**src/rtl/pcf_pkg.sv**
```systemverilog
package pcf_pkg;
  localparam int PCF_AXES    = 3;
  localparam int PCF_LATENCY = 3;

  typedef enum logic [1:0] {
    PCF_EV_IDLE = 2'd0,
    PCF_EV_KEEP = 2'd1,
    PCF_EV_FAR  = 2'd2,
    PCF_EV_SELF = 2'd3
  } pcf_event_e;
endpackage

```
**src/rtl/pcf_delta_stage.sv**
```systemverilog
module pcf_delta_stage
  import pcf_pkg::*;
#(
  parameter int COORD_W = 16,
  parameter int ID_W    = 12
) (
  input  logic                                 clk,
  input  logic                                 rst_n,
  input  logic                                 en,
  input  logic                                 in_vld,
  input  logic [ID_W-1:0]                      in_ia,
  input  logic [ID_W-1:0]                      in_ib,
  input  logic [PCF_AXES-1:0][COORD_W-1:0]     pos_a,
  input  logic [PCF_AXES-1:0][COORD_W-1:0]     pos_b,
  output logic                                 vld,
  output logic [ID_W-1:0]                      ia,
  output logic [ID_W-1:0]                      ib,
  output logic                                 self_pair,
  output logic [PCF_AXES-1:0][COORD_W:0]       delta
);
  // B minus A, widened by one bit so that the two's-complement result never wraps
  function automatic logic [COORD_W:0] axis_delta(input logic [COORD_W-1:0] a,
                                                  input logic [COORD_W-1:0] b);
    return {1'b0, b} - {1'b0, a};
  endfunction

  logic [PCF_AXES-1:0][COORD_W:0] delta_nxt;

  for (genvar g = 0; g < PCF_AXES; g++) begin : g_axis
    assign delta_nxt[g] = axis_delta(pos_a[g], pos_b[g]);
  end

  always_ff @(posedge clk or negedge rst_n) begin
    if (!rst_n) begin
      vld       <= 1'b0;
      ia        <= '0;
      ib        <= '0;
      self_pair <= 1'b0;
      delta     <= '0;
    end else if (en) begin
      vld       <= in_vld;
      ia        <= in_ia;
      ib        <= in_ib;
      self_pair <= (in_ia == in_ib);
      delta     <= delta_nxt;
    end
  end
endmodule

```
**src/rtl/pcf_square_stage.sv**
```systemverilog
module pcf_square_stage
  import pcf_pkg::*;
#(
  parameter int COORD_W = 16,
  parameter int ID_W    = 12,
  parameter int D2_W    = 2*COORD_W+2
) (
  input  logic                             clk,
  input  logic                             rst_n,
  input  logic                             en,
  input  logic                             in_vld,
  input  logic [ID_W-1:0]                  in_ia,
  input  logic [ID_W-1:0]                  in_ib,
  input  logic                             in_self,
  input  logic [PCF_AXES-1:0][COORD_W:0]   in_delta,
  output logic                             vld,
  output logic [ID_W-1:0]                  ia,
  output logic [ID_W-1:0]                  ib,
  output logic                             self_pair,
  output logic [PCF_AXES-1:0][COORD_W:0]   delta,
  output logic [D2_W-1:0]                  dist2
);
  localparam int SQ_W = 2*COORD_W;

  // The magnitude of a signed displacement always fits in COORD_W bits
  function automatic logic [COORD_W-1:0] magnitude(input logic [COORD_W:0] d);
    logic [COORD_W:0] n;
    n = d[COORD_W] ? (~d + 1'b1) : d;
    return n[COORD_W-1:0];
  endfunction

  function automatic logic [SQ_W-1:0] square(input logic [COORD_W-1:0] m);
    logic [SQ_W-1:0] w;
    w = {{COORD_W{1'b0}}, m};
    return w * w;
  endfunction

  logic [PCF_AXES-1:0][SQ_W-1:0] sq_term;
  logic [D2_W-1:0]               sum_nxt;

  for (genvar g = 0; g < PCF_AXES; g++) begin : g_sq
    assign sq_term[g] = square(magnitude(in_delta[g]));
  end

  always_comb begin
    sum_nxt = '0;
    for (int i = 0; i < PCF_AXES; i++) begin
      sum_nxt = sum_nxt + D2_W'(sq_term[i]);
    end
  end

  always_ff @(posedge clk or negedge rst_n) begin
    if (!rst_n) begin
      vld       <= 1'b0;
      ia        <= '0;
      ib        <= '0;
      self_pair <= 1'b0;
      delta     <= '0;
      dist2     <= '0;
    end else if (en) begin
      vld       <= in_vld;
      ia        <= in_ia;
      ib        <= in_ib;
      self_pair <= in_self;
      delta     <= in_delta;
      dist2     <= sum_nxt;
    end
  end
endmodule

```
**src/rtl/pcf_cutoff_reg.sv**
```systemverilog
module pcf_cutoff_reg #(
  parameter int              D2_W     = 34,
  parameter logic [D2_W-1:0] RC2_INIT = 1024
) (
  input  logic            clk,
  input  logic            rst_n,
  input  logic            we,
  input  logic [D2_W-1:0] wdata,
  output logic [D2_W-1:0] rc2
);
  always_ff @(posedge clk or negedge rst_n) begin
    if (!rst_n)  rc2 <= RC2_INIT;
    else if (we) rc2 <= wdata;
  end
endmodule

```
**src/rtl/pcf_select_stage.sv**
```systemverilog
module pcf_select_stage
  import pcf_pkg::*;
#(
  parameter int COORD_W = 16,
  parameter int ID_W    = 12,
  parameter int D2_W    = 2*COORD_W+2
) (
  input  logic                             clk,
  input  logic                             rst_n,
  input  logic                             en,
  input  logic                             in_vld,
  input  logic [ID_W-1:0]                  in_ia,
  input  logic [ID_W-1:0]                  in_ib,
  input  logic                             in_self,
  input  logic [PCF_AXES-1:0][COORD_W:0]   in_delta,
  input  logic [D2_W-1:0]                  in_dist2,
  input  logic [D2_W-1:0]                  rc2,
  output pcf_event_e                       evt,
  output logic                             vld,
  output logic [ID_W-1:0]                  ia,
  output logic [ID_W-1:0]                  ib,
  output logic [PCF_AXES-1:0][COORD_W:0]   delta,
  output logic [D2_W-1:0]                  dist2
);
  // The self test comes first, so a zero-distance pair of one atom is never kept
  function automatic pcf_event_e classify(input logic v, input logic s,
                                          input logic [D2_W-1:0] d2,
                                          input logic [D2_W-1:0] lim);
    if (!v)       return PCF_EV_IDLE;
    if (s)        return PCF_EV_SELF;
    if (d2 < lim) return PCF_EV_KEEP;
    return PCF_EV_FAR;
  endfunction

  assign evt = classify(in_vld, in_self, in_dist2, rc2);

  always_ff @(posedge clk or negedge rst_n) begin
    if (!rst_n) begin
      vld   <= 1'b0;
      ia    <= '0;
      ib    <= '0;
      delta <= '0;
      dist2 <= '0;
    end else if (en) begin
      vld   <= (evt == PCF_EV_KEEP);
      ia    <= in_ia;
      ib    <= in_ib;
      delta <= in_delta;
      dist2 <= in_dist2;
    end
  end
endmodule

```
**src/rtl/pair_cutoff_filter.sv**
```systemverilog
module pair_cutoff_filter
  import pcf_pkg::*;
#(
  parameter int                   COORD_W  = 16,
  parameter int                   ID_W     = 12,
  parameter logic [2*COORD_W+1:0] RC2_INIT = 1024
) (
  input  logic                   clk,
  input  logic                   rst_n,
  input  logic                   cfg_we,
  input  logic [2*COORD_W+1:0]   cfg_rc2,
  input  logic                   in_valid,
  output logic                   in_ready,
  input  logic [ID_W-1:0]        in_id_a,
  input  logic [ID_W-1:0]        in_id_b,
  input  logic [COORD_W-1:0]     in_ax,
  input  logic [COORD_W-1:0]     in_ay,
  input  logic [COORD_W-1:0]     in_az,
  input  logic [COORD_W-1:0]     in_bx,
  input  logic [COORD_W-1:0]     in_by,
  input  logic [COORD_W-1:0]     in_bz,
  output logic                   out_valid,
  input  logic                   out_ready,
  output logic [ID_W-1:0]        out_id_a,
  output logic [ID_W-1:0]        out_id_b,
  output logic [COORD_W:0]       out_dx,
  output logic [COORD_W:0]       out_dy,
  output logic [COORD_W:0]       out_dz,
  output logic [2*COORD_W+1:0]   out_dist2
);
  localparam int D2_W = 2*COORD_W+2;

  // Named internal events, brought out for the checker
  logic       adv;
  logic       keep_evt;
  logic       drop_evt;
  pcf_event_e s2_evt;

  logic [PCF_AXES-1:0][COORD_W-1:0] pos_a, pos_b;
  assign pos_a = {in_az, in_ay, in_ax};
  assign pos_b = {in_bz, in_by, in_bx};

  logic                           s1_vld, s1_self;
  logic [ID_W-1:0]                s1_ia, s1_ib;
  logic [PCF_AXES-1:0][COORD_W:0] s1_delta;

  logic                           s2_vld, s2_self;
  logic [ID_W-1:0]                s2_ia, s2_ib;
  logic [PCF_AXES-1:0][COORD_W:0] s2_delta;
  logic [D2_W-1:0]                s2_dist2;

  logic [D2_W-1:0]                rc2_q;
  logic [PCF_AXES-1:0][COORD_W:0] o_delta;

  // A single enable for every stage: only a refused valid record freezes the pipe
  assign adv      = !(out_valid && !out_ready);
  assign in_ready = adv;
  assign keep_evt = adv && (s2_evt == PCF_EV_KEEP);
  assign drop_evt = adv && ((s2_evt == PCF_EV_FAR) || (s2_evt == PCF_EV_SELF));

  pcf_cutoff_reg #(.D2_W(D2_W), .RC2_INIT(RC2_INIT)) u_cutoff (
    .clk(clk), .rst_n(rst_n), .we(cfg_we), .wdata(cfg_rc2), .rc2(rc2_q)
  );

  pcf_delta_stage #(.COORD_W(COORD_W), .ID_W(ID_W)) u_delta (
    .clk(clk), .rst_n(rst_n), .en(adv),
    .in_vld(in_valid), .in_ia(in_id_a), .in_ib(in_id_b),
    .pos_a(pos_a), .pos_b(pos_b),
    .vld(s1_vld), .ia(s1_ia), .ib(s1_ib), .self_pair(s1_self), .delta(s1_delta)
  );

  pcf_square_stage #(.COORD_W(COORD_W), .ID_W(ID_W), .D2_W(D2_W)) u_square (
    .clk(clk), .rst_n(rst_n), .en(adv),
    .in_vld(s1_vld), .in_ia(s1_ia), .in_ib(s1_ib), .in_self(s1_self),
    .in_delta(s1_delta),
    .vld(s2_vld), .ia(s2_ia), .ib(s2_ib), .self_pair(s2_self),
    .delta(s2_delta), .dist2(s2_dist2)
  );

  pcf_select_stage #(.COORD_W(COORD_W), .ID_W(ID_W), .D2_W(D2_W)) u_select (
    .clk(clk), .rst_n(rst_n), .en(adv),
    .in_vld(s2_vld), .in_ia(s2_ia), .in_ib(s2_ib), .in_self(s2_self),
    .in_delta(s2_delta), .in_dist2(s2_dist2), .rc2(rc2_q),
    .evt(s2_evt),
    .vld(out_valid), .ia(out_id_a), .ib(out_id_b),
    .delta(o_delta), .dist2(out_dist2)
  );

  assign out_dx = o_delta[0];
  assign out_dy = o_delta[1];
  assign out_dz = o_delta[2];
endmodule

```
**config.mk**
```make
export PLATFORM = sky130hd
export DESIGN_NAME = pair_cutoff_filter
export DESIGN_NICKNAME = d
export VERILOG_FILES = /design/src/rtl/pcf_pkg.sv /design/src/rtl/pcf_delta_stage.sv /design/src/rtl/pcf_square_stage.sv /design/src/rtl/pcf_cutoff_reg.sv /design/src/rtl/pcf_select_stage.sv /design/src/rtl/pair_cutoff_filter.sv
export SDC_FILE = /design/constraint.sdc
export NUM_CORES = 2
export LEC_CHECK = 0
export BUFFER_PORTS_ARGS = -buffer_cell sky130_fd_sc_hd__buf_2
export CAP_MARGIN = 0
export CORE_ASPECT_RATIO = 2
export CORE_MARGIN = 2
export CORE_UTILIZATION = 60
export CTS_BUF_LIST = sky130_fd_sc_hd__clkbuf_8
export CTS_CLUSTER_DIAMETER = 30
export DETAILED_ROUTE_END_ITERATION = 12
export GPL_ROUTABILITY_DRIVEN = 0
export PLACE_DENSITY = 0.88
export SLEW_MARGIN = 0
export SYNTH_ARGS = -nofsm -noshare
export SYNTH_HDL_FRONTEND = slang
export SYNTH_SLANG_ARGS = --single-unit
```
**constraint.sdc**
```tcl
create_clock -name clk -period 16.6 [get_ports clk]
set_input_delay 3.32 -clock clk [delete_from_list [all_inputs] [get_ports clk]]
set_output_delay 3.32 -clock clk [all_outputs]
set_load 0.005 [all_outputs]
```
==> flow_summary.ini <==
[route]
via_per_inst = 5.82
wirelength_um = 113000
ant_nets = 0
wl_per_cell_um = 20.8
drcViolationCount = 0
vias = 31700
initialDrtViolationCount = 2261
drt-pass1-iter-count = 8

[clock_tree]
clkSinkCount = 332
root_buffer = clkbuf_8
cts-resized-gates = 0
clock_latency_ps = 630
htreeDepth = 2
clock_path_buffers = 3
cts_setup_buffers = 0
cts_tree = yes
cts_inserted_buffers = 58
clkTransAtPathRegs_ps = 70
postCtsHoldBufs = 0

[synthesis]
yosysWarnings = 0
synth-compound-area-share_pct = 7.19
async_flop_share_pct = 100
synthMuxAreaShare_pct = 0.165
syn_area_per_cell_um2 = 8.91
ys.flop_type = dfrtp_1
yosysSeqAreaShare_pct = 21.5
synth_area_mm2 = 0.0386
synth_fp_nets = 5451
synth_edf_count = 0
synth-simple-area-share_pct = 14.9
ys_ff_latch = 332
synth_xor_area_share_pct = 3.54
synthAdderAreaFrac_pct = 42.5
synth_top_family_by_area = adder cells
yosysUniqueCellTypes = 81
syn_inst = 4331

[worst_setup_path]
cp_slowest_stage_delay_ps = 950
r2r-start = u_delta.delta[0]
cp_common_cell = fa_1
startpoint_type = register
crit_start = u_delta.delta[0]
worstPathRequired_ps = 17150
cp-end-kind = register
crit_path_top_delay_cell = xor2_1
reg2reg_to = u_square.dist2[33]
arrival_ps = 14290
crit_fanout = 14
reg2reg_depth = 41
crit_type = register to register
reg2reg_slack_ps = 2860

[place]
portBuffers = 269
post_dp_cell_area_mm2 = 0.0409
dpl.hpwl_um = 89400
placed_cells = 5329
pre_cts_ws_ps = 3630

[hold_path]
hold_depth = 2
hold_class = register to register
worstHoldStart = u_select.delta[22]
holdPathEnd = u_select.delta[22]

[final_layout]
drive_gt1_share_pct = 9.62
final_common_cell = nand2_1
final_area_mm2 = 0.0422
nets = 5712
fin_cells = 5438
layout_common_cells = nand2_1, inv_1, fa_1
area_growth_pct = 9.27

[timing]
fin_skew_ps = 16.2
worst_slew_pin_slew_ps = 1260
max_clock_freq_mhz = 72.8
drv_slew = 0
min_period_ps = 13740
hold_violations = 0
tns_ps = 0
rsz0062_at_grt = no
setup-violations-final = 0
worst_slack_ps = 2860
slew_headroom_pct = 15.8
period_share_pct = 82.8

[global_route]
track_usage_pct = 34.9
grt.overflow.total = 0
antenna_found_initial = 5
grt_pass1_wl_um = 177000
grt_pass1_vias = 34600
grt_max_degree = 157

[status]
status = finished clean

[floorplanning]
die-area_mm2 = 0.0665
row_count = 131
start_util_pct = 60.5
die_y_um = 363
ios = 270
core-area_mm2 = 0.0638
die_w_um = 183

[flow_run]
drv_cap = 0
-- per-layer routing --
metal | vias to the layer above | track usage, % | part of all wire (%)
met4 | 4 | 34.7 | 12
met5 | - | 0 | 0.021
met2 | 1797 | 59.8 | 50
met1 | 15300 | 33.6 | 30
met3 | 830 | 7.88 | 7.9
li1 | 13700 | - | -
-- registers in the layout, indices dropped and copies added, names as in the netlist --
register,cells
u_delta.delta,51
u_select.delta,51
u_square.delta,51
u_cutoff.rc2,34
u_select.dist2,34
u_square.dist2,34
u_delta.ia,12
u_delta.ib,12
u_select.ia,12
u_select.ib,12
u_square.ia,12
u_square.ib,12
u_delta.self_pair,1
u_delta.vld,1
u_select.vld,1
u_square.self_pair,1
u_square.vld,1
-- metrics by stage --
step / util [%] / hold slack (ps)
after CTS: 66.1 / 465
after floorplan: - / 439
after global placement: 64.1 / 446
after global routing: 66.2 / 482
final: 66.2 / 461
after detailed placement: 64.1 / 451
-- cell usage after synthesis, drive strengths merged (4+ instances only) --
master	n	area, um^2
o21bai	6	45.0
nor3	20	100
o31ai	19	148
o41ai	8	88.8
o21a	15	113
nand3b	6	45.0
a21o	57	428
clkbuf	106	398
ha	377	4720
a21oi	117	589
or2	4	25.0
a31oi	11	68.8
o211ai	8	60.1
nor4	5	37.5
nand3	33	165
xnor2	90	815
fa	584	11700
a211oi	10	75.1
nor2b	15	93.8
o2111ai	6	52.6
and3	12	75.1
buf	10	51.3
clkinv	16	60.1
dfrtp	331	8280
nand2	923	3470
nand4	10	62.6
a311oi	4	35.0
inv	905	3400
or4	8	75.1
o31a	9	87.6
and2	6	37.5
a21boi	9	67.6
nand2b	26	163
nor2	302	1130
nor3b	12	90.1
xor2	59	551
o21ai	133	666
or3	16	105
-- worst max-delay path by stage --
stage | to | slack (ps) | depth (start not counted)
finish | u_square.dist2[33] | 2860 | 41
floorplan | u_square.dist2[32] | 5020 | 45
detailed placement | u_square.dist2[33] | 3630 | 41
global route | u_square.dist2[33] | 2470 | 41
CTS | u_square.dist2[32] | 3570 | 42
global placement | u_square.dist2[32] | 3630 | 42
-- worst max-delay path, delay by kind of cell, from the launching register on --
kind,cells,cell delay (ps)
AO/OA/AOI/OAI,11,2410
XOR/XNOR,2,1160
adder cells (fa/ha/maj),15,6720
buffers and inverters,7,1540
flip-flops,1,630
AND/OR/NAND/NOR,6,1200
-- area by class of cell --
type                       count  area [um^2]
antenna                        4         10.0
clock buffer                  71          977
timing repair buffer         317         1730
fill                        4505        21600
inverter                     921         3470
tap                          798          998
multi-input combinational   2962        26400
sequential                   332         8310
clock inverter                33          299
-- kinds of logic (layout without fill, tap and decap cells) --
logic type,Yosys count,after routing
xor gates and xnor gates,149,149
buffers and inverters,1037,1342
other,0,4
AOI/OAI and AO/OA,440,440
and+or+nand+nor,1406,1406
muxes,6,6
DFF,332,332
adders and majority gates,961,961
Power is not shown: default switching activity piles up to over one toggle a cycle in this logic, so the estimate is an artifact.
